===== src/rtl/atomic16_pkg.sv =====
package atomic16_pkg;

    // Decoded byte operation for one strobe
    typedef enum logic [1:0] {
        OP_IDLE = 2'd0,
        OP_LO   = 2'd1,
        OP_HI   = 2'd2
    } op_e;

endpackage


===== src/rtl/atomic16_decode.sv =====
module atomic16_decode
    import atomic16_pkg::*;
#(
    parameter int NUM_REGS = 4,
    localparam int IDX_W  = (NUM_REGS > 1) ? $clog2(NUM_REGS) : 1,
    localparam int ADDR_W = IDX_W + 1
) (
    input  logic [ADDR_W-1:0] addr,
    input  logic              wr,
    input  logic              rd,
    output logic [IDX_W-1:0]  idx,
    output op_e               wr_op,
    output op_e               rd_op
);

    logic idx_ok;
    op_e  byte_op;

    assign idx    = addr[ADDR_W-1:1];
    assign idx_ok = (int'(idx) < NUM_REGS);

    always_comb begin
        unique case (addr[0])
            1'b0: byte_op = OP_LO;
            1'b1: byte_op = OP_HI;
        endcase
    end

    assign wr_op = (wr && idx_ok) ? byte_op : OP_IDLE;
    assign rd_op = (rd && idx_ok) ? byte_op : OP_IDLE;

endmodule


===== src/rtl/atomic16_temp.sv =====
module atomic16_temp
    import atomic16_pkg::*;
(
    input  logic       clk,
    input  logic       rst_n,
    input  op_e        wr_op,
    input  op_e        rd_op,
    input  logic [7:0] wdata,
    input  logic [7:0] live_hi,
    output logic [7:0] tmp_q
);

    logic [7:0] tmp_d;

    // Write capture has priority over read capture
    always_comb begin
        tmp_d = tmp_q;
        unique case (rd_op)
            OP_LO:   tmp_d = live_hi;
            OP_HI,
            OP_IDLE: tmp_d = tmp_q;
            default: tmp_d = tmp_q;
        endcase
        if (wr_op == OP_LO) begin
            tmp_d = wdata;
        end
    end

    always_ff @(posedge clk or negedge rst_n) begin
        if (!rst_n) begin
            tmp_q <= 8'h00;
        end else begin
            tmp_q <= tmp_d;
        end
    end

endmodule


===== src/rtl/atomic16_rdport.sv =====
module atomic16_rdport
    import atomic16_pkg::*;
(
    input  logic       clk,
    input  logic       rst_n,
    input  op_e        rd_op,
    input  logic [7:0] live_lo,
    input  logic [7:0] tmp_q,
    output logic [7:0] rdata_q
);

    always_ff @(posedge clk or negedge rst_n) begin
        if (!rst_n) begin
            rdata_q <= 8'h00;
        end else begin
            unique case (rd_op)
                OP_LO:   rdata_q <= live_lo;
                OP_HI:   rdata_q <= tmp_q;
                OP_IDLE: rdata_q <= rdata_q;
                default: rdata_q <= rdata_q;
            endcase
        end
    end

endmodule


===== src/rtl/atomic16_bridge.sv =====
module atomic16_bridge
    import atomic16_pkg::*;
#(
    parameter int NUM_REGS = 4,
    localparam int IDX_W  = (NUM_REGS > 1) ? $clog2(NUM_REGS) : 1,
    localparam int ADDR_W = IDX_W + 1,
    localparam int VAL_W  = 16 * NUM_REGS
) (
    input  logic                clk,
    input  logic                rst_n,
    input  logic [ADDR_W-1:0]   bus_addr,
    input  logic [7:0]          bus_wdata,
    input  logic                bus_wr,
    input  logic                bus_rd,
    output logic [7:0]          bus_rdata,
    input  logic [VAL_W-1:0]    periph_value,
    output logic [15:0]         load_data,
    output logic [NUM_REGS-1:0] load_strobe
);

    logic [IDX_W-1:0] idx;
    op_e              wr_op;
    op_e              rd_op;
    logic [7:0]       tmp_q;
    logic [15:0]      live_sel;
    logic [15:0]      live_arr [NUM_REGS];

    atomic16_decode #(.NUM_REGS(NUM_REGS)) decode_i (
        .addr  (bus_addr),
        .wr    (bus_wr),
        .rd    (bus_rd),
        .idx   (idx),
        .wr_op (wr_op),
        .rd_op (rd_op)
    );

    genvar g;
    generate
        for (g = 0; g < NUM_REGS; g++) begin : g_reg
            assign live_arr[g]    = periph_value[16*g +: 16];
            assign load_strobe[g] = (wr_op == OP_HI) && (idx == IDX_W'(g));
        end
    endgenerate

    always_comb begin
        live_sel = 16'h0000;
        for (int i = 0; i < NUM_REGS; i++) begin
            if (idx == IDX_W'(i)) begin
                live_sel = live_arr[i];
            end
        end
    end

    atomic16_temp temp_i (
        .clk     (clk),
        .rst_n   (rst_n),
        .wr_op   (wr_op),
        .rd_op   (rd_op),
        .wdata   (bus_wdata),
        .live_hi (live_sel[15:8]),
        .tmp_q   (tmp_q)
    );

    atomic16_rdport rdport_i (
        .clk     (clk),
        .rst_n   (rst_n),
        .rd_op   (rd_op),
        .live_lo (live_sel[7:0]),
        .tmp_q   (tmp_q),
        .rdata_q (bus_rdata)
    );

    assign load_data = {bus_wdata, tmp_q};

    // Assertions guarding the bridge
    assert_load_onehot_R3: assert property (@(posedge clk) disable iff (!rst_n)
        $onehot0(load_strobe));

    assert_lowwr_noload_R2: assert property (@(posedge clk) disable iff (!rst_n)
        (bus_wr && !bus_addr[0]) |-> (load_strobe == '0));

    assert_rdata_hold_R8: assert property (@(posedge clk) disable iff (!rst_n)
        !bus_rd |=> $stable(bus_rdata));

    assert_hiread_temp_R5: assert property (@(posedge clk) disable iff (!rst_n)
        (bus_rd && bus_addr[0] && (int'(bus_addr[ADDR_W-1:1]) < NUM_REGS))
        |=> (bus_rdata == $past(tmp_q)));

    assert_lowwr_capture_R2: assert property (@(posedge clk) disable iff (!rst_n)
        (bus_wr && !bus_addr[0] && (int'(bus_addr[ADDR_W-1:1]) < NUM_REGS))
        |=> (load_data[7:0] == $past(bus_wdata)));

endmodule


===== config.mk =====
export PLATFORM = sky130hd
export DESIGN_NAME = atomic16_bridge
export DESIGN_NICKNAME = d
export VERILOG_FILES = /design/src/rtl/atomic16_pkg.sv /design/src/rtl/atomic16_decode.sv /design/src/rtl/atomic16_temp.sv /design/src/rtl/atomic16_rdport.sv /design/src/rtl/atomic16_bridge.sv
export SDC_FILE = /design/constraint.sdc
export NUM_CORES = 1
export LEC_CHECK = 0
export BUFFER_PORTS_ARGS = -buffer_cell sky130_fd_sc_hd__buf_2
export CELL_PAD_IN_SITES_DETAIL_PLACEMENT = 1
export CELL_PAD_IN_SITES_GLOBAL_PLACEMENT = 2
export CORE_ASPECT_RATIO = 1.5
export CORE_MARGIN = 2
export CORE_UTILIZATION = 21
export DETAILED_ROUTE_END_ITERATION = 10
export HOLD_SLACK_MARGIN = 0.08
export PLACE_DENSITY_LB_ADDON = 0.1
export SLEW_MARGIN = 20
export SYNTH_ARGS = -nofsm -noshare
export SYNTH_HDL_FRONTEND = slang
export SYNTH_HIERARCHICAL = 1
export SYNTH_SLANG_ARGS = --single-unit

===== constraint.sdc =====
create_clock -name clk -period 1 [get_ports clk]
set_input_delay 0.15 -clock clk [delete_from_list [all_inputs] [get_ports clk]]
set_output_delay 0.15 -clock clk [all_outputs]
set_load 0.01 [all_outputs]

==> flow_metrics.env <==
export IMPL_outcome="finished with violations"
export IMPL_violations="setup timing"
export IMPL_port_buffer_count=106
export IMPL_areaGrowthSynthToFinish_pct=56.6
export IMPL_nNetsFinal=296
export IMPL_fin_crit_sh_pct=109
export IMPL_wl_mm=4.45
export IMPL_cts_clk_slew_worst_paths_ns=0.07
export IMPL_fin_crit_ns=1.09
export IMPL_skew_ns=0.00292
export IMPL_yosysUniqueCellTypes=19
export IMPL_drc_errors=0
export IMPL_p_switching_uw=730
export IMPL_slew_viol_final=0
export IMPL_core_area_um2=6170
export IMPL_hold_violations=0
export IMPL_ant_nets=0
export IMPL_startpoint="bus_addr[1]"
export IMPL_antenna_found_initial=0
export IMPL_p_per_area_nw_per_um2=1140
export IMPL_place_congestion=0.764
export IMPL_cts_tree="built"
export IMPL_grt_max_degree=19
export IMPL_placed_area_um2=1900
export IMPL_grt_pass1_vias=1393
export IMPL_combPwrFrac_pct=39.4
export IMPL_ys_warn_count=6
export IMPL_cts_path_max_buffers=2
export IMPL_p_leak_uw=0.00106
export IMPL_synthCells=111
export IMPL_syn_nets=191
export IMPL_dr_pass1_iters=4
export IMPL_tns_ns=-0.366
export IMPL_synth_seq_cells=16
export IMPL_dp_hpwl_mm=3.71
export IMPL_vias_per_cell=4.47
export IMPL_grt_overflow=0
export IMPL_rsz0062_at_grt="yes"
export IMPL_p_sw_share_pct=30.5
export IMPL_cp_end_kind="output port"
export IMPL_hp_start="bus_wdata[2]"
export IMPL_startpoint_type="input port"
export IMPL_final_layout_size_suffix_gt1_share_pct=67.4
export IMPL_hp_class="in -> reg"
export IMPL_die_h_um=102
export IMPL_worstSetupPathType="in -> out"
export IMPL_die_area_um2=7060
export IMPL_ys_seq_area_share_pct=29.9
export IMPL_die_width_um=69.3
export IMPL_worstPathMaxFanout=4
export IMPL_setup_ws_ns=-0.0915
export IMPL_syn_avg_cell_area_um2=12.1
export IMPL_clock_latency_ns=0.25
export IMPL_clkPwrFrac_pct=24.4
export IMPL_grt_total_usage_pct=12.0
export IMPL_pwr_share_seq_pct=36.2
export IMPL_vdd_drop_max_uv=480
export IMPL_worst_pin_slew_ns=0.403
export IMPL_synth_area_um2=1340
export IMPL_timing_fmax_mhz=916
export IMPL_max_cap_violations=0
export IMPL_power_uw=2400
export IMPL_cts_sinks=16
export IMPL_cts_buffers_inserted=3
export IMPL_r2r_start="temp_i/tmp_q[1]"
export IMPL_grt_pass1_wl_mm=6.72
export IMPL_drt_iter0_drc=16
export IMPL_diodes=0
export IMPL_rows=35
export IMPL_final_setup_viol_count=14
export IMPL_maxSlewHeadroom_pct=73.1
export IMPL_p_int_uw=1670
export IMPL_wl_per_cell_um=15.4
export IMPL_io_pins=107
export IMPL_htree_levels=1
export IMPL_clock_root_buffer="clkbuf_8"
export IMPL_vias=1293
export IMPL_required_ns=0.85
export IMPL_finish_instance_area_um2=2100
export IMPL_worstPathArrival_ns=0.94
export IMPL_start_util_pct=21.7
critical path, stage by stage:
cell      delay (ns)
buf_8           0.10
buf_12          0.12
buf_6           0.12
nor4bb_4        0.27
buf_2           0.18
through the flow:
| step | hold slack (ns) | setup WS, ns | utilization, % | cells |
|---|---|---|---|---|
| 3_5_place_dp | 0.107 | -0.312 | 30.7 | 280 |
| 2_1_floorplan | -0.146 | -0.158 | - | 111 |
| 5_1_grt | 0.171 | -0.121 | 34.0 | 289 |
| 6_report | 0.167 | -0.0915 | 34.0 | 289 |
| 3_3_place_gp | 0.0972 | -0.280 | 30.7 | 280 |
| 4_1_cts | 0.154 | -0.0797 | 33.1 | 288 |
cell families after synthesis:
family                     synth area share (%)
muxes                                      38.8
DFF                                        29.9
AOI/OAI and AO/OA                          5.97
buffers and inverters                      13.2
and+or+nand+nor                            11.3
adders and majority gates                 0.933
cell usage after synthesis:
| library cell | number | area share, % |
|---|---|---|
| a21oi_1 | 8 | 3.0 |
| and2_1 | 2 | 0.93 |
| and4b_1 | 1 | 0.75 |
| buf_12 | 1 | 1.5 |
| buf_2 | 2 | 0.75 |
| buf_4 | 10 | 5.6 |
| buf_6 | 6 | 5.0 |
| dfrtp_1 | 16 | 30 |
| ha_1 | 1 | 0.93 |
| inv_1 | 1 | 0.28 |
| mux2i_1 | 16 | 12 |
| mux4_2 | 16 | 27 |
| nand2_1 | 8 | 2.2 |
| nand2b_4 | 2 | 2.1 |
| nor2_1 | 8 | 2.2 |
| nor2b_1 | 2 | 0.93 |
| nor4b_1 | 1 | 0.65 |
| nor4bb_1 | 2 | 1.5 |
| o21ai_1 | 8 | 3.0 |
cell usage in the layout (no fill, tap or decap), drive strengths merged, types with 4 or more instances in the layout:
cell type,synthesis,layout
dfrtp,16,16
buf,19,118
mux2i,16,16
nor2,8,8
nand2,8,8
a21oi,8,8
mux4,16,16
o21ai,8,8
clkbuf,0,4
power by group through the flow:
stage,Sequential (uW),Clock (uW),Combinational [uW]
final,867,585,943
after global routing,894,649,1030
after CTS,875,624,924
after detailed placement,888,0,884
after global placement,882,0,861
after floorplan,933,0,452
sequential cells by signal (all words and copies together) (netlist names):
register,flops
rdport_i/rdata_q,8
temp_i/tmp_q,8
path summary, 6_finish.rpt:
kind	to	slack (ns)	depth (start not counted)
min in group asynchronous	rdport_i/rdata_q[6]	0.36	2
min reg2reg	rdport_i/rdata_q[2]	0.48	2
max	load_strobe[2]	-0.09	5
min	temp_i/tmp_q[2]	0.17	3
max reg2reg	temp_i/tmp_q[1]	0.16	3
max in group asynchronous	temp_i/tmp_q[6]	0.36	2
timing repair:
item	CTS	global route
endpoints found under the hold margin	16	0
pin swaps	4	3
gates cloned	0	0
hold buffers	1	0
gates resized for setup	9	9
setup endpoints to repair	18	20
setup buffers	4	2
layer usage:
metal,up-vias,GRT usage [%],share of wire [%]
met5,-,0,0
li1,615,-,-
met1,616,13.3,37
met3,2,2.76,6.9
met2,60,22.9,55
met4,0,3.17,0.65
final cells by class:
class / instances / area [um2]
fill: 727 / 4070
clock buffer: 4 / 55.1
inverter: 1 / 3.75
sequential: 16 / 400
timing repair buffer: 119 / 733
tap: 74 / 92.6
multi-input combinational: 75 / 816
Power figures use the tool's default switching activity.
